<file path="src/rtl/ckr_pkg.sv">
package ckr_pkg;
    localparam int SEL_W      = 3;
    localparam int MODE_W     = 2;
    localparam int NSEL       = 1 << SEL_W;
    localparam int SEL_LSB    = 8;
    localparam int MODE_LSB   = 12;
    localparam int HWCTL_BIT  = 20;
    localparam int BIT_COMMIT = 0;
    localparam int BIT_FORCE  = 1;
    localparam int BIT_DIRTY  = 4;
    localparam int BIT_OFF    = 31;

    localparam logic [4:0] ADR_CMD = 5'h00;
    localparam logic [4:0] ADR_CFG = 5'h04;
    localparam logic [4:0] ADR_M   = 5'h08;
    localparam logic [4:0] ADR_N   = 5'h0C;
    localparam logic [4:0] ADR_D   = 5'h10;

    typedef struct packed {
        logic              hwctl;
        logic [MODE_W-1:0] mode;
        logic [SEL_W-1:0]  sel;
    } route_t;

    typedef enum logic [1:0] {
        SW_IDLE  = 2'd0,
        SW_DRAIN = 2'd1,
        SW_ARM   = 2'd2
    } sw_state_e;

    // Last count value of the edge counter for pre-divider value h
    function automatic int unsigned last_count(int unsigned h);
        return (h == 0) ? 1 : h;
    endfunction
endpackage

</file>
<file path="src/rtl/ckr_edge_sync.sv">
module ckr_edge_sync
    import ckr_pkg::*;
#(
    parameter int NSRC = 4
) (
    input  logic            clk,
    input  logic            rst,
    input  logic [NSRC-1:0] src_lvl,
    output logic [NSEL-1:0] src_edge
);
    for (genvar i = 0; i < NSEL; i++) begin : g_src
        if (i < NSRC) begin : g_live
            logic [2:0] sh;
            always_ff @(posedge clk) begin
                if (rst) sh <= '0;
                else     sh <= {sh[1:0], src_lvl[i]};
            end
            assign src_edge[i] = sh[2] ^ sh[1];
        end else begin : g_dead
            assign src_edge[i] = 1'b0;
        end
    end
endmodule

</file>
<file path="src/rtl/ckr_regs.sv">
module ckr_regs
    import ckr_pkg::*;
#(
    parameter int HID_W = 5,
    parameter int MND_W = 8
) (
    input  logic             clk,
    input  logic             rst,
    input  logic             we,
    input  logic [4:0]       addr,
    input  logic [31:0]      wdata,
    output logic [31:0]      rdata,
    input  logic             load,
    input  logic             done,
    input  logic             root_off,
    output logic             upd,
    output logic             force_en,
    output route_t           act_route,
    output logic [HID_W-1:0] act_div,
    output logic [MND_W-1:0] act_mnd [3]
);
    // mnd index: 0 = M, 1 = N, 2 = D
    route_t           sh_route;
    logic [HID_W-1:0] sh_div;
    logic [MND_W-1:0] sh_mnd [3];
    logic [3:0]       dirty;
    logic [4:0]       mnd_adr [3];

    assign mnd_adr[0] = ADR_M;
    assign mnd_adr[1] = ADR_N;
    assign mnd_adr[2] = ADR_D;

    always_ff @(posedge clk) begin
        if (rst) begin
            sh_route <= '0;
            sh_div   <= '0;
            force_en <= 1'b0;
            upd      <= 1'b0;
        end else begin
            if (we && addr == ADR_CFG) begin
                sh_div         <= wdata[HID_W-1:0];
                sh_route.sel   <= wdata[SEL_LSB +: SEL_W];
                sh_route.mode  <= wdata[MODE_LSB +: MODE_W];
                sh_route.hwctl <= wdata[HWCTL_BIT];
            end
            if (we && addr == ADR_CMD) begin
                force_en <= wdata[BIT_FORCE];
            end
            if (done)
                upd <= 1'b0;
            else if (we && addr == ADR_CMD && wdata[BIT_COMMIT])
                upd <= 1'b1;
        end
    end

    for (genvar k = 0; k < 3; k++) begin : g_mnd
        always_ff @(posedge clk) begin
            if (rst) begin
                sh_mnd[k]  <= '0;
                act_mnd[k] <= '0;
            end else begin
                if (we && addr == mnd_adr[k]) sh_mnd[k] <= wdata[MND_W-1:0];
                if (load) act_mnd[k] <= sh_mnd[k];
            end
        end
    end

    always_ff @(posedge clk) begin
        if (rst) begin
            act_route <= '0;
            act_div   <= '0;
        end else if (load) begin
            act_route <= sh_route;
            act_div   <= sh_div;
        end
    end

    assign dirty = {sh_mnd[2] != act_mnd[2], sh_mnd[0] != act_mnd[0],
                    sh_mnd[1] != act_mnd[1],
                    (sh_route != act_route) || (sh_div != act_div)};

    always_comb begin
        rdata = '0;
        case (addr)
            ADR_CMD: begin
                rdata[BIT_OFF]            = root_off;
                rdata[BIT_DIRTY +: 4]     = dirty;
                rdata[BIT_FORCE]          = force_en;
                rdata[BIT_COMMIT]         = upd;
            end
            ADR_CFG: begin
                rdata[HID_W-1:0]          = sh_div;
                rdata[SEL_LSB +: SEL_W]   = sh_route.sel;
                rdata[MODE_LSB +: MODE_W] = sh_route.mode;
                rdata[HWCTL_BIT]          = sh_route.hwctl;
            end
            ADR_M: rdata[MND_W-1:0] = sh_mnd[0];
            ADR_N: rdata[MND_W-1:0] = sh_mnd[1];
            ADR_D: rdata[MND_W-1:0] = sh_mnd[2];
            default: rdata = '0;
        endcase
    end

    // active copy only moves on a load from the sequencer
    assert_active_hold_R3: assert property (@(posedge clk) disable iff (rst)
        !load |=> ($stable(act_div) && $stable(act_route)));
    // pending commit stays pending until the sequencer reports done
    assert_commit_hold_R5: assert property (@(posedge clk) disable iff (rst)
        (upd && !done) |=> upd);
    // right after a load the active copy matches what the shadow held
    assert_load_copy_R4: assert property (@(posedge clk) disable iff (rst)
        (load && !(we && addr == ADR_CFG)) |=> dirty[0] == 1'b0);
endmodule

</file>
<file path="src/rtl/ckr_switch.sv">
module ckr_switch
    import ckr_pkg::*;
#(
    parameter int SW_TMO = 64
) (
    input  logic            clk,
    input  logic            rst,
    input  logic            upd,
    input  logic            edge_act,
    output logic            load,
    output logic            done,
    output logic            gate
);
    localparam int TMO_W = $clog2(SW_TMO + 1);
    localparam logic [TMO_W-1:0] TMO_LAST = TMO_W'(SW_TMO - 1);

    sw_state_e        state;
    logic [TMO_W-1:0] tmo;
    logic             step;

    assign step = edge_act || (tmo == TMO_LAST);
    assign load = (state == SW_DRAIN) && step;
    assign done = (state == SW_ARM) && step;
    assign gate = (state != SW_IDLE);

    always_ff @(posedge clk) begin
        if (rst) begin
            state <= SW_IDLE;
            tmo   <= '0;
        end else begin
            case (state)
                SW_IDLE: begin
                    tmo <= '0;
                    if (upd) state <= SW_DRAIN;
                end
                SW_DRAIN, SW_ARM: begin
                    if (step) begin
                        tmo   <= '0;
                        state <= (state == SW_DRAIN) ? SW_ARM : SW_IDLE;
                    end else begin
                        tmo <= tmo + 1'b1;
                    end
                end
                default: state <= SW_IDLE;
            endcase
        end
    end

    // each wait is bounded by the timeout
    assert_wait_bound_R10: assert property (@(posedge clk) disable iff (rst)
        gate |-> (tmo < TMO_W'(SW_TMO)));
    // a load is always followed by the arming wait
    assert_load_then_arm_R5: assert property (@(posedge clk) disable iff (rst)
        load |=> (state == SW_ARM));
endmodule

</file>
<file path="src/rtl/ckr_hdiv.sv">
module ckr_hdiv
    import ckr_pkg::*;
#(
    parameter int HID_W = 5
) (
    input  logic             clk,
    input  logic             rst,
    input  logic             run,
    input  logic             edge_in,
    input  logic [HID_W-1:0] div,
    output logic             tick
);
    localparam int CNT_W = HID_W + 1;

    logic [CNT_W-1:0] cnt;
    logic [CNT_W-1:0] last;

    assign last = CNT_W'(last_count(int'(div)));

    always_ff @(posedge clk) begin
        if (rst || !run) begin
            cnt  <= '0;
            tick <= 1'b0;
        end else if (edge_in) begin
            tick <= (cnt == last);
            cnt  <= (cnt == last) ? '0 : cnt + 1'b1;
        end else begin
            tick <= 1'b0;
        end
    end

    // a tick coincides with the counter restarting
    assert_tick_wrap_R7: assert property (@(posedge clk) disable iff (rst)
        tick |-> (cnt == '0));
endmodule

</file>
<file path="src/rtl/ckr_root_ctrl.sv">
module ckr_root_ctrl
    import ckr_pkg::*;
#(
    parameter int NSRC   = 4,
    parameter int HID_W  = 5,
    parameter int MND_W  = 8,
    parameter int SW_TMO = 64
) (
    input  logic             clk,
    input  logic             rst,
    input  logic             bus_we,
    input  logic [4:0]       bus_addr,
    input  logic [31:0]      bus_wdata,
    output logic [31:0]      bus_rdata,
    input  logic [NSRC-1:0]  src_lvl,
    input  logic             clk_req,
    output logic             root_tick,
    output logic             root_off,
    output logic [2:0]       act_src,
    output logic [HID_W-1:0] act_div,
    output logic [1:0]       act_mode,
    output logic             act_hwctl,
    output logic [MND_W-1:0] act_m,
    output logic [MND_W-1:0] act_n,
    output logic [MND_W-1:0] act_d
);
    logic [NSEL-1:0]  src_edge;
    logic             upd, force_en, load, done, gate, run;
    route_t           act_route;
    logic [MND_W-1:0] act_mnd [3];

    ckr_edge_sync #(.NSRC(NSRC)) u_sync (
        .clk(clk), .rst(rst), .src_lvl(src_lvl), .src_edge(src_edge)
    );

    ckr_regs #(.HID_W(HID_W), .MND_W(MND_W)) u_regs (
        .clk(clk), .rst(rst), .we(bus_we), .addr(bus_addr),
        .wdata(bus_wdata), .rdata(bus_rdata), .load(load), .done(done),
        .root_off(root_off), .upd(upd), .force_en(force_en),
        .act_route(act_route), .act_div(act_div), .act_mnd(act_mnd)
    );

    ckr_switch #(.SW_TMO(SW_TMO)) u_switch (
        .clk(clk), .rst(rst), .upd(upd), .edge_act(src_edge[act_route.sel]),
        .load(load), .done(done), .gate(gate)
    );

    assign run = (force_en || clk_req) && !gate;

    ckr_hdiv #(.HID_W(HID_W)) u_div (
        .clk(clk), .rst(rst), .run(run), .edge_in(src_edge[act_route.sel]),
        .div(act_div), .tick(root_tick)
    );

    always_ff @(posedge clk) begin
        if (rst) root_off <= 1'b1;
        else     root_off <= !run;
    end

    assign act_src   = act_route.sel;
    assign act_mode  = act_route.mode;
    assign act_hwctl = act_route.hwctl;
    assign act_m     = act_mnd[0];
    assign act_n     = act_mnd[1];
    assign act_d     = act_mnd[2];

    // no tick leaves the root while the switch-over gate is closed
    assert_gated_quiet_R6: assert property (@(posedge clk) disable iff (rst)
        gate |=> !root_tick);
    // forcing on with the sequencer idle brings the root up
    assert_force_on_R8: assert property (@(posedge clk) disable iff (rst)
        (force_en && !gate) |=> !root_off);
    // with neither request nor force the root reports off
    assert_idle_off_R9: assert property (@(posedge clk) disable iff (rst)
        (!force_en && !clk_req) |=> root_off);
endmodule

</file>
<file path="config.mk">
export PLATFORM = sky130hd
export DESIGN_NAME = ckr_root_ctrl
export DESIGN_NICKNAME = d
export VERILOG_FILES = /design/src/rtl/ckr_pkg.sv /design/src/rtl/ckr_edge_sync.sv /design/src/rtl/ckr_regs.sv /design/src/rtl/ckr_switch.sv /design/src/rtl/ckr_hdiv.sv /design/src/rtl/ckr_root_ctrl.sv
export SDC_FILE = /design/constraint.sdc
export NUM_CORES = 1
export LEC_CHECK = 0
export BUFFER_PORTS_ARGS = -buffer_cell sky130_fd_sc_hd__buf_2
export CAP_MARGIN = 20
export CORE_UTILIZATION = 30
export DETAILED_ROUTE_END_ITERATION = 10
export PLACE_DENSITY = 0.46
export SYNTH_ARGS = -nofsm -noshare
export SYNTH_HDL_FRONTEND = slang
export SYNTH_HIERARCHICAL = 1
export SYNTH_SLANG_ARGS = --single-unit
</file>
<file path="constraint.sdc">
create_clock -name clk -period 2.3 [get_ports clk]
set_input_delay 0.345 -clock clk [delete_from_list [all_inputs] [get_ports clk]]
set_output_delay 0.345 -clock clk [all_outputs]
set_load 0.005 [all_outputs]
</file>
# Word level (Yosys, flattened, before mapping)
# Memory sizes are Yosys's and may differ from the RTL's.
# Cells that the tools add are included.
[totals]
register_bits = 77
mem_bits_rw = 24
in_bits = 45
output_inout_bits = 69
elab_cells = 105
mem_count = 1
[memory_table]
columns = ["memory", "depth", "word_bits", "read_ports", "rd_ports_with_merged_regs", "wr", "line_no", "source"]
rows = [
  ["u_regs.sh_mnd", 3, 8, 3, 0, 3, "ckr_regs.sv:25", "logic [MND_W-1:0] sh_mnd [3];"],
]
[classes]
add_sub_neg = 2
order_cmp = 1
eq_ne = 15
n_mux = 32
bitwise_logic = 8
n_reduce_logical = 24
[op_table]
columns = ["operator", "n"]
rows = [
  ["two-way mux 8 bit", 3],
  ["inequality test 8 bit", 3],
  ["two-way mux 1 bit", 14],
  ["case mux 7 bit (2 select lines)", 1],
  ["case mux 3 bit (4 select lines)", 1],
  ["== test 5 x 4 -> 1 bit (second input constant)", 2],
  ["logical NOT 5 bit", 2],
  ["case mux 2 bit (5 select lines)", 1],
  ["logical AND 1 bit", 9],
  ["two-way mux 2 bit", 4],
  ["case mux 2 bit (4 select lines)", 1],
  ["adder 7 x 1 -> 7 bit (second input constant)", 1],
  ["== test 7 x 6 -> 1 bit (second input constant)", 1],
  ["two-way mux 7 bit", 1],
  ["adder 6 x 1 -> 6 bit (second input constant)", 1],
  ["== test 6 bit", 1],
  ["two-way mux 6 bit", 1],
  ["inequality test 6 bit", 1],
  ["OR reduction 2 bit", 3],
  ["== test 5 x 3 -> 1 bit (second input constant)", 1],
  ["== test 5 bit (second input constant)", 1],
  ["two-way mux 5 bit", 1],
  ["inequality test 5 bit", 1],
  ["case mux 1 bit (5 select lines)", 1],
  ["other kinds (16)", 26],
]

# Logic depth before layout (Yosys ltp)
# Gate-level depths: netlist of run 1.
[depth]
ltp_word = 6
depth_mapped = 8
ltp_nobuf = 7

# Hierarchy
# The synthesis of run 1 kept the hierarchy.
[by_module_without_submodules]
columns = ["module", "n_inst", "cells_each", "area_each_um2", "seq_area_each_um2"]
rows = [
  ["ckr_regs", 1, 339, 3503.4, 1681.6],
  ["ckr_switch", 1, 61, 565.5, 180.2],
  ["ckr_edge_sync", 1, 34, 435.4, 240.2],
  ["ckr_hdiv", 1, 42, 382.9, 140.1],
  ["ckr_root_ctrl", 1, 7, 97.6, 20.0],
]

# Worst setup path after synthesis of run 1
# No wires, ideal clock.
[synth_path]
path_type = "register to register"
startpoint = "register u_regs/act_route[0] (netlist name)"
endpoint = "register u_regs.act_div[0]"
t_arrival_ns = 2.000
setup_slack_ns = 0.172
path_stages_with_launch = 8
n_path_buf = 2
synth_period_minus_slack_ns = 2.128
path_cell_list = "dfxtp_1 > mux4_1 > mux2_2 > o21a_1 > buf_2 > buf_2 > mux2i_1 > nor2_1"
[synth_via]
elab_chain_cells = 4
[synth_rtl]
columns = ["element", "line_no", "source"]
rows = [
  ["binary-select mux 1 bit (select 3 bit)", "ckr_root_ctrl.sv:44", ".clk(clk), .rst(rst), .upd(upd), .edge_act(src_edge[act_route.sel]),"],
  ["two-way mux 1 bit (implied by the code)", "ckr_root_ctrl.sv:44", ""],
  ["logical OR 1 bit", "ckr_switch.sv:21", "assign step = edge_act || (tmo == TMO_LAST);"],
  ["logical AND 1 bit", "ckr_switch.sv:22", "assign load = (state == SW_DRAIN) && step;"],
  ["named net load", "ckr_root_ctrl.sv:28", "logic upd, force_en, load, done, gate, run;"],
  ["to (signal assigned)", "ckr_regs.sv:74", "act_div <= sh_div;"],
  ["to (decl)", "ckr_regs.sv:19", "output logic [HID_W-1:0] act_div,"],
]
# The timed path passes the listed nets, and every way through them passes these cells. The select of a mux whose other input is x is not followed.
# A chain may end at the register's enable or synchronous reset.

# Worst setup path in the final report of run 1
[layout_path]
startpoint = "register u_sync.g_src[1].g_live.sh[1]"
endpoint = "register u_switch.tmo[2]"
[layout_via]
elab_chain_cells = 6
[layout_rtl]
columns = ["element", "line_no", "source"]
rows = [
  ["from (decl)", "ckr_edge_sync.sv:13", "logic [2:0] sh;"],
  ["from (signal assigned)", "ckr_edge_sync.sv:16", "else sh <= {sh[1:0], src_lvl[i]};"],
  ["bitwise XOR 1 bit", "ckr_edge_sync.sv:18", "assign src_edge[i] = sh[2] ^ sh[1];"],
  ["named net src_edge[1]", "ckr_root_ctrl.sv:27", "logic [NSEL-1:0] src_edge;"],
  ["binary-select mux 1 bit (select 3 bit)", "ckr_root_ctrl.sv:44", ""],
  ["two-way mux 1 bit (implied by the code)", "ckr_root_ctrl.sv:44", ""],
  ["logical OR 1 bit", "ckr_switch.sv:21", ""],
  ["two-way mux 7 bit", "ckr_switch.sv:37", "if (step) begin"],
  ["case mux 7 bit (2 select lines)", "ckr_switch.sv:31", "case (state)"],
  ["to (signal assigned)", "ckr_switch.sv:41", "tmo <= tmo + 1'b1;"],
  ["to (decl)", "ckr_switch.sv:18", "logic [TMO_W-1:0] tmo;"],
]
# The timed path passes the listed nets, and every way through them passes these cells. The select of a mux whose other input is x is not followed.

==> flow_metrics.py, run 1 <==
metrics = {
    "worst_setup_path": {
        "rr_worst_depth": 6,
        "startpoint_type": "flop",
        "cp_slowest_stage_delay_ps": 500,
        "timing.rr.start": "u_sync/g_src[1].g_live.sh[1]$_SDFF_PP0_",
        "critical_path_arrival_ps": 2460,
        "r2r_end": "u_switch/tmo[2]$_SDFFE_PP0P_",
        "end_kind": "flop",
        "crit_start": "u_sync/g_src[1].g_live.sh[1]$_SDFF_PP0_",
        "required_ps": 2580,
        "reg2reg_slack_ps": 120,
        "crit_chain": "xor2_1, mux4_1, mux2_4, nand2b_4, or4b_1, a21oi_1",
        "slowest_stage": "mux4_1",
        "worstPathMaxFanout": 7,
        "worstSetupPathType": "reg2reg",
    },
    "routing": {
        "totalWireLength_microns": 11900,
        "drtPass1Iterations": 5,
        "drcViolationCount": 0,
        "num_vias": 3544,
        "initialDrtViolationCount": 161,
        "ant_nets": 0,
        "wl_per_cell_microns": 15.3,
        "via_per_inst": 4.57,
    },
    "cts": {
        "cts.reportedPaths.clkPinSlew_ps": 70,
        "holdBufCountCts": 0,
        "cts_setup_buffers": 0,
        "htreeDepth": 3,
        "cts_tree": "built",
        "cts_buffers": 9,
        "cts_sinks": 101,
        "clkLatencyLatePin_ps": 350,
        "root_buffer": "clkbuf_16",
        "clockBufferDepth": 2,
    },
    "synthesis": {
        "yosysMostFrequentCell": "dfxtp_1",
        "syn_area_sq_mm": 0.00498,
        "yosysUniqueCellTypes": 58,
        "ys_ff_latch": 101,
        "yosysTopAreaCellShare_pct": 30.9,
        "synth_area_per_cell_sq_um": 10.3,
        "yosys_most_used_dff": "dfxtp_1",
        "postSynthCellCount": 483,
        "synth_area_leaders": "dfxtp_1 (31%), edfxtp_1 (14%), mux2i_1 (8.0%)",
        "synth-edff-count": 24,
        "yosys-top-cells-count": "dfxtp_1 (77), nor2_1 (46), xnor2_1 (43)",
        "ys_warn_count": 6,
        "async_flop_share_pct": 0,
        "yosysSeqAreaShare_pct": 45.4,
        "yosys.area.top_type": "dfxtp_1",
    },
    "power": {
        "ir_worst_vdd_uv": 328,
        "p_leak_nw": 2.24,
        "power-per-cell-area_mw_per_mm2": 633,
        "power_mw": 3.65,
    },
    "place": {
        "dp_hpwl_microns": 8810,
        "io_buffers": 78,
        "gp_congestion": 0.741,
    },
    "timing": {
        "tightest_slew_ps": 627,
        "max_freq_mhz": 459,
        "holdWs_ps": 198,
        "rsz0062_at_grt": "false",
        "fin_tns_setup_ps": 0,
        "fin_crit_ps": 2180,
        "hold_violations": 0,
        "skew_ps": 7.12,
        "max_slew_margin_pct": 58.2,
        "post-route-period-util_pct": 94.7,
        "slew_viol_final": 0,
        "setup_viol": 0,
    },
    "min_path": {
        "hold_class": "in2reg",
        "hold_depth": 2,
        "min-delay-start": "src_lvl[1]",
        "min_to": "u_sync/g_src[1].g_live.sh[0]$_SDFF_PP0_",
    },
    "floorplanning": {
        "die-height_microns": 131,
        "die_x_microns": 131,
        "fp.coreArea_sq_mm": 0.0161,
        "rows": 46,
        "boundaryPins": 114,
        "dieArea_sq_mm": 0.0171,
        "initial_utilization_pct": 31.0,
    },
    "finish": {
        "nets": 608,
        "n_antenna_cell": 0,
        "drive_gt1_share_pct": 23.4,
        "syn_to_final_growth_pct": 15.6,
    },
    "global_route": {
        "grt_pass1_wl_microns": 18500,
        "grt_pass1_vias": 3279,
        "grt.overflow.total": 0,
        "grt_start_max_net_pins": 31,
        "gr-usage-all-layers_pct": 14.8,
        "antenna_found_initial": 1,
    },
    "run_status": {
        "status": "finished, final reports clean",
    },
    "flow_run": {
        "maxCapViolations": 0,
    },
}
==> sequential cells by signal (all words and copies together), names as in the netlist, 2 cells and up <==
name                    count
u_div/cnt                   6
u_regs/act_route            6
u_regs/sh_mnd              24
u_regs/sh_div               5
u_regs/act_mnd             24
u_regs/act_div              5
u_switch/state              2
u_sync/g_src.g_live.sh     12
u_switch/tmo                7
u_regs/sh_route             6
==> how the worst max path moves through the flow <==
stage / to / slack, ps / cells after the start
finish: u_switch/tmo[2]$_SDFFE_PP0P_ / 120 / 6
global route: bus_rdata[4] / 6 / 5
CTS: u_switch/tmo[2]$_SDFFE_PP0P_ / 40 / 6
detailed placement: u_switch/state[0]$_SDFFE_PP0P_ / 50 / 6
global placement: u_switch/state[1]$_SDFFE_PP0P_ / 120 / 6
floorplan: u_regs/act_div[0]$_SDFFE_PP0P_ / 170 / 7
==> cell type report <==
type	count	area, sq um
Fill cell	1683	10300
Multi-Input combinational cell	352	2480
Sequential cell	101	2260
Timing Repair Buffer	86	463
Tap cell	216	270
Clock buffer	12	236
Clock inverter	4	32.5
Inverter	5	18.8
==> cells in the final DEF, fill, tap and decap left out, types with 4 or more instances in the layout <==
cell	synthesis	final
a21oi_1	14	14
a222oi_1	5	5
and2_1	32	32
buf_2	7	78
buf_4	22	7
clkbuf_16	0	9
conb_1	2	21
dfxtp_1	77	76
edfxtp_1	24	24
ha_1	8	8
inv_1	5	5
mux2i_1	40	40
nand2_1	27	27
nand2b_1	5	5
nand3_1	15	15
nand3b_1	4	4
nand4_1	11	11
nor2_1	46	46
nor2b_2	8	8
nor3_1	6	6
o21ai_0	6	6
xnor2_1	43	43
xor2_1	8	8
==> worst max-delay path, delay by kind of cell, from the launching register on <==
kind            cells  cell delay [ps]
mux                 2              820
flops               1              320
simple gates        2              680
xor+xnor            1              150
compound gates      1              140
==> metal layers <==
metal | GRT usage [%] | up-vias | routed length (microns)
li1 | - | 1768 | -
met1 | 18.9 | 1687 | 5600
met2 | 23.9 | 75 | 5630
met3 | 4.15 | 12 | 497
met4 | 4.80 | 2 | 129
met5 | 0 | - | 13
==> timing repair <==
item | CTS | global route
endpoints found under the setup margin | 3 | 3
pin swaps | 0 | 0
resized for setup | 2 | 3
==> stage by stage <==
step	area, sq um	worst slack (ps)	cells	utilization (%)
final	5760	122	776	35.9
after global routing	5760	6.18	776	35.9
after CTS	5760	43.9	776	35.9
after detailed placement	5480	48.4	760	34.2
after global placement	5480	116	760	34.2
after floorplan	5060	172	502	-
==> cells by family after synthesis <==
kind of cell               synth area share (%)
and+or+nand+nor                            21.5
DFF                                        45.4
xor gates and xnor gates                   8.96
buffers and inverters                      6.53
muxes                                      9.31
AOI/OAI and AO/OA                          6.12
adders and majority gates                  2.01
other                                     0.151
==> power by group <==
group | switching (mW) | internal [mW]
Sequential | 0.0533 | 1.87
Combinational | 0.170 | 0.137
Clock | 0.679 | 0.742
Total | 0.902 | 2.74
(Power assumes the default switching activity.)
==> inputs of run 2 (changes only) <==
--- a/config.mk
+++ b/config.mk
@@ -8,3 +8,3 @@
 export BUFFER_PORTS_ARGS = -buffer_cell sky130_fd_sc_hd__buf_2
-export CAP_MARGIN = 20
+export CAP_MARGIN = 15
 export CORE_UTILIZATION = 30
==> constraint.sdc (replaced) <==
create_clock -name clk -period 2.3 [get_ports clk]
set_input_delay 0.23 -clock clk [delete_from_list [all_inputs] [get_ports clk]]
set_output_delay 0.23 -clock clk [all_outputs]
set_load 0.005 [all_outputs]
==> run 2 against run 1 <==
Compared with the run above:
- final cell count down 0.13%
- sequential share of layout area is essentially flat
- utilization about the same
- count of clock-buffer cells in the layout fell by 2
- combinational power is 1% lower
- critical path depth increased by 1
- sequential power about the same
- largest cell class unchanged
==> flow_metrics.py, run 2 (synthesis gave the netlist of run 1 again) <==
metrics = {
    "floorplanning": {
        "boundaryPins": 114,
        "die-height_microns": 131,
        "rows": 46,
        "die_x_microns": 131,
        "initial_utilization_pct": 31.0,
        "fp.coreArea_sq_mm": 0.0161,
        "dieArea_sq_mm": 0.0171,
    },
    "routing": {
        "via_per_inst": 4.52,
        "num_vias": 3502,
        "wl_per_cell_microns": 15.3,
        "drcViolationCount": 0,
        "drtPass1Iterations": 5,
        "totalWireLength_microns": 11900,
        "ant_nets": 0,
        "initialDrtViolationCount": 138,
    },
    "worst_setup_path": {
        "cp_slowest_stage_delay_ps": 490,
        "cp_top_family": "multiplexers",
        "worstSetupPathType": "reg2reg",
        "startpoint_type": "flop",
        "crit_chain": "xor2_1, mux4_1, mux2_2, nand2b_4, and2_0, a31oi_1, mux2i_1",
        "required_ps": 2580,
        "worstPathMaxFanout": 7,
        "slowest_stage": "mux4_1",
        "cp_num_buf_inv": 0,
        "critical_path_arrival_ps": 2470,
        "end_kind": "flop",
    },
    "timing": {
        "post-route-period-util_pct": 95.2,
        "fin_tns_setup_ps": 0,
        "hold_violations": 0,
        "max_slew_margin_pct": 48.5,
        "tightest_slew_ps": 772,
        "rsz0062_at_grt": "false",
        "layout_setup_ws_ps": 109,
        "slew_viol_final": 0,
        "max_freq_mhz": 456,
        "skew_ps": 7.09,
        "fin_crit_ps": 2190,
        "setup_viol": 0,
        "holdWs_ps": 84.7,
    },
    "global_route": {
        "grt_start_max_net_pins": 35,
        "grt.overflow.total": 0,
        "grt_pass1_vias": 3327,
        "antenna_found_initial": 2,
        "grt_pass1_wl_microns": 18300,
        "gr-usage-all-layers_pct": 14.6,
    },
    "place": {
        "dp.cells": 758,
        "gp_congestion": 0.759,
        "io_buffers": 78,
        "dp_hpwl_microns": 8770,
        "pre_cts_ws_ps": 48.7,
        "placed_cell_area_sq_mm": 0.00547,
    },
    "power": {
        "p_leak_nw": 2.24,
        "sw_frac_of_total_pct": 24.3,
        "power_mw": 3.76,
        "pwr-share-comb_pct": 8.1,
        "p_seq_share_pct": 51.0,
        "ir_worst_vdd_uv": 338,
        "p_int_mw": 2.84,
        "power-per-cell-area_mw_per_mm2": 652,
        "clkPwrFrac_pct": 40.9,
        "switchingPower_mw": 0.915,
    },
    "finish": {
        "fin_cells": 775,
        "final_util_pct": 35.9,
        "reg_top3": "u_regs/act_mnd: 24 flops, u_regs/sh_mnd: 24 flops, u_sync/g_src.g_live.sh: 12 flops",
        "syn_to_final_growth_pct": 15.6,
        "fill_cells": 1629,
        "nets": 606,
        "layout_commonest_cell": "buf_2",
        "drive_gt1_share_pct": 22.9,
        "fin_area_sq_mm": 0.00576,
        "final_cell_mix": "buf_2 (78), dfxtp_1 (76), nor2_1 (46), xnor2_1 (43), mux2i_1 (40)",
    },
    "cts": {
        "clkLatencyLatePin_ps": 350,
        "htreeDepth": 3,
        "cts_setup_buffers": 0,
        "root_buffer": "clkbuf_16",
        "cts_tree": "built",
        "cts_buffers": 9,
        "cts_sinks": 101,
        "cts.reportedPaths.clkPinSlew_ps": 70,
        "clockBufferDepth": 2,
    },
    "run_status": {
        "status": "finished, final reports clean",
    },
    "min_path": {
        "hold_class": "in2reg",
    },
    "flow_run": {
        "maxCapViolations": 0,
    },
}
run 2: layout make-up:
cell class	count	area [sq um]	share of cell area [%]
Multi-Input combinational cell	352	2470	42.8
Sequential cell	101	2260	39.3
Timing Repair Buffer	84	448	7.77
Tap cell	216	270	4.69
Clock buffer	10	229	3.97
Clock inverter	6	62.6	1.09
Inverter	5	18.8	0.326
Antenna cell	1	2.50	0.0434
run 2: repair_timing:
item,CTS,global route
hold buffers,0,0
setup endpoints to repair,0,4
hold endpoints to repair,0,0
gates resized for setup,0,1
run 2: per-layer routing:
layer  global-route usage [%]  share of wire [%]
met1                     18.7                 47
met2                     23.5                 46
met3                     3.54                5.0
met4                     5.95                1.4
met5                        0               0.10
run 2: path summary, 6_finish.rpt:
path	start	endpoint	slack, ps	depth (start not counted)
worst max-delay path	u_sync/g_src[3].g_live.sh[1]$_SDFF_PP0_	u_switch/state[1]$_SDFFE_PP0P_	110	7
worst min-delay path	src_lvl[3]	u_sync/g_src[3].g_live.sh[0]$_SDFF_PP0_	80	2
worst max register to register	u_sync/g_src[3].g_live.sh[1]$_SDFF_PP0_	u_switch/state[1]$_SDFFE_PP0P_	110	7
worst min register to register	u_sync/g_src[2].g_live.sh[0]$_SDFF_PP0_	u_sync/g_src[2].g_live.sh[1]$_SDFF_PP0_	440	1
run 2: power groups by stage:
stage | Clock, mW | Combinational [mW] | Sequential [mW]
4_1_cts | 1.58 | 0.308 | 1.92
5_1_grt | 1.67 | 0.339 | 1.93
3_5_place_dp | 0 | 0.305 | 1.96
3_3_place_gp | 0 | 0.303 | 1.96
6_report | 1.54 | 0.303 | 1.92
2_1_floorplan | 0 | 0.236 | 1.94
==> inputs of run 3 (changes only) <==
- clock period: 2.3 -> 2.7 ns (I/O delays scaled with it)
==> run 3 against run 2 <==
Compared with the run above:
- setup slack better by 180 ps
- first-iteration DRC count up 41%
- maximum frequency down 9.1%
- clock power down 9%
- sequential share of layout area down 0.064 points
- final cell count down 0.52%
- global-route usage up 0.16 points
- register-to-register slack better by 180 ps
- design area up 0.11%
- critical endpoint is now u_regs/act_mnd[11]$_SDFFE_PP0P_
- highest routed layer unchanged
==> flow_metrics.py, run 3 (synthesis gave the netlist of run 1 again) <==
metrics = {
    "run_status": {
        "status": "finished, final reports clean",
    },
    "place": {
        "pre_cts_ws_ps": 281,
        "gp_congestion": 0.754,
        "io_buffers": 78,
        "placed_cell_area_sq_mm": 0.00545,
        "dp_hpwl_microns": 8840,
    },
    "cts": {
        "htreeDepth": 3,
        "cts_tree": "built",
        "holdBufCountCts": 0,
        "clockBufferDepth": 2,
        "cts_sinks": 101,
        "cts_resized": 0,
        "cts_buffers": 9,
        "cts_setup_buffers": 0,
        "cts.reportedPaths.clkPinSlew_ps": 70,
        "clkLatencyLatePin_ps": 350,
        "root_buffer": "clkbuf_16",
    },
    "worst_setup_path": {
        "worstPathMaxFanout": 28,
        "end_kind": "flop",
        "critical_path_arrival_ps": 2630,
        "rr_worst_depth": 6,
        "worstSetupPathType": "reg2reg",
        "reg2reg_slack_ps": 290,
        "r2r_end": "u_regs/act_mnd[11]$_SDFFE_PP0P_",
        "required_ps": 2920,
        "timing.rr.start": "u_regs/act_route[0]$_SDFFE_PP0P_",
        "startpoint_type": "flop",
    },
    "min_path": {
        "hold_class": "in2reg",
        "min_to": "u_sync/g_src[0].g_live.sh[0]$_SDFF_PP0_",
        "min-delay-start": "src_lvl[0]",
        "hold_depth": 2,
    },
    "timing": {
        "setup_viol": 0,
        "max_freq_mhz": 415,
        "fin_crit_ps": 2410,
        "skew_ps": 8.33,
        "hold_violations": 0,
        "post-route-period-util_pct": 89.3,
        "rsz0062_at_grt": "false",
        "max_slew_margin_pct": 59.7,
        "holdWs_ps": 125,
        "fin_tns_setup_ps": 0,
        "tightest_slew_ps": 604,
        "layout_setup_ws_ps": 290,
        "slew_viol_final": 0,
    },
    "finish": {
        "drive_gt1_share_pct": 22.3,
        "final_cell_mix": "buf_2 (78), dfxtp_1 (77), nor2_1 (46), xnor2_1 (43), mux2i_1 (40)",
        "nets": 603,
        "fin_area_sq_mm": 0.00577,
        "n_antenna_cell": 0,
        "layout_commonest_cell": "buf_2",
        "reg_top3": "u_regs/act_mnd: 24 flops, u_regs/sh_mnd: 24 flops, u_sync/g_src.g_live.sh: 12 flops",
        "syn_to_final_growth_pct": 15.8,
    },
    "global_route": {
        "grt.overflow.total": 0,
        "gr-usage-all-layers_pct": 14.7,
        "grt_pass1_wl_microns": 18500,
        "grt_pass1_vias": 3451,
        "antenna_found_initial": 1,
        "grt_start_max_net_pins": 33,
    },
    "routing": {
        "drcViolationCount": 0,
        "wl_per_cell_microns": 15.5,
        "drtPass1Iterations": 5,
        "num_vias": 3557,
        "totalWireLength_microns": 11900,
        "ant_nets": 0,
        "via_per_inst": 4.61,
        "initialDrtViolationCount": 195,
    },
    "power": {
        "ir_worst_vdd_uv": 287,
        "p_leak_nw": 2.25,
        "power-per-cell-area_mw_per_mm2": 570,
    },
    "floorplanning": {
        "die-height_microns": 131,
        "initial_utilization_pct": 31.0,
        "dieArea_sq_mm": 0.0171,
        "die_x_microns": 131,
        "rows": 46,
        "fp.coreArea_sq_mm": 0.0161,
        "boundaryPins": 114,
    },
    "flow_run": {
        "maxCapViolations": 0,
    },
}
==> run 3: worst max-delay path: stages (launching register included) <==
cell     delay (ps)
dfxtp_1         440
mux4_1          570
mux2_2          390
o21a_2          370
buf_12          220
mux2i_1         190
nor2_1           60
==> run 3: worst max path at each step <==
stage / to / start / cells past startpoint
after floorplan: u_regs/act_div[0]$_SDFFE_PP0P_ / u_regs/act_route[0]$_SDFFE_PP0P_ / 7
after global placement: u_regs/act_mnd[5]$_SDFFE_PP0P_ / u_regs/act_route[0]$_SDFFE_PP0P_ / 6
after detailed placement: u_regs/act_mnd[11]$_SDFFE_PP0P_ / u_regs/act_route[0]$_SDFFE_PP0P_ / 6
after CTS: u_regs/act_mnd[11]$_SDFFE_PP0P_ / u_regs/act_route[0]$_SDFFE_PP0P_ / 6
after global routing: u_switch/state[0]$_SDFFE_PP0P_ / u_regs/act_route[0]$_SDFFE_PP0P_ / 6
final: u_regs/act_mnd[11]$_SDFFE_PP0P_ / u_regs/act_route[0]$_SDFFE_PP0P_ / 6
==> run 3: layout make-up <==
| cell class | instances | area (sq um) |
|---|---|---|
| clock buffers | 14 | 285 |
| clock inverters | 2 | 38.8 |
| fillers | 1641 | 10300 |
| inverters | 5 | 18.8 |
| multi-input cells | 352 | 2470 |
| flip-flops and latches | 101 | 2260 |
| well taps | 216 | 270 |
| repair buffers | 81 | 425 |
==> run 3: where the power goes <==
| group | leakage (nW) | internal (mW) | switching [mW] | total (mW) |
|---|---|---|---|---|
| Sequential | 0.852 | 1.59 | 0.0454 | 1.63 |
| Clock | 0.158 | 0.829 | 0.572 | 1.40 |
| Combinational | 1.24 | 0.113 | 0.144 | 0.256 |
==> run 3: metrics by stage <==
step           total power [mW]  cells  util (%)
6_report                   3.29    771      35.9
5_1_grt                    3.44    771      35.9
4_1_cts                    3.34    771      35.9
3_5_place_dp               1.93    755      33.9
3_3_place_gp               1.92    755      33.9
2_1_floorplan              1.86    502         -
==> run 3: metal layers <==
metal	share of wire (%)	wire (microns)	track usage, %
met1	46	5470	18.5
met2	47	5640	24.0
met4	1.8	210	6.22
met3	4.9	580	3.75
met5	0.11	13	0
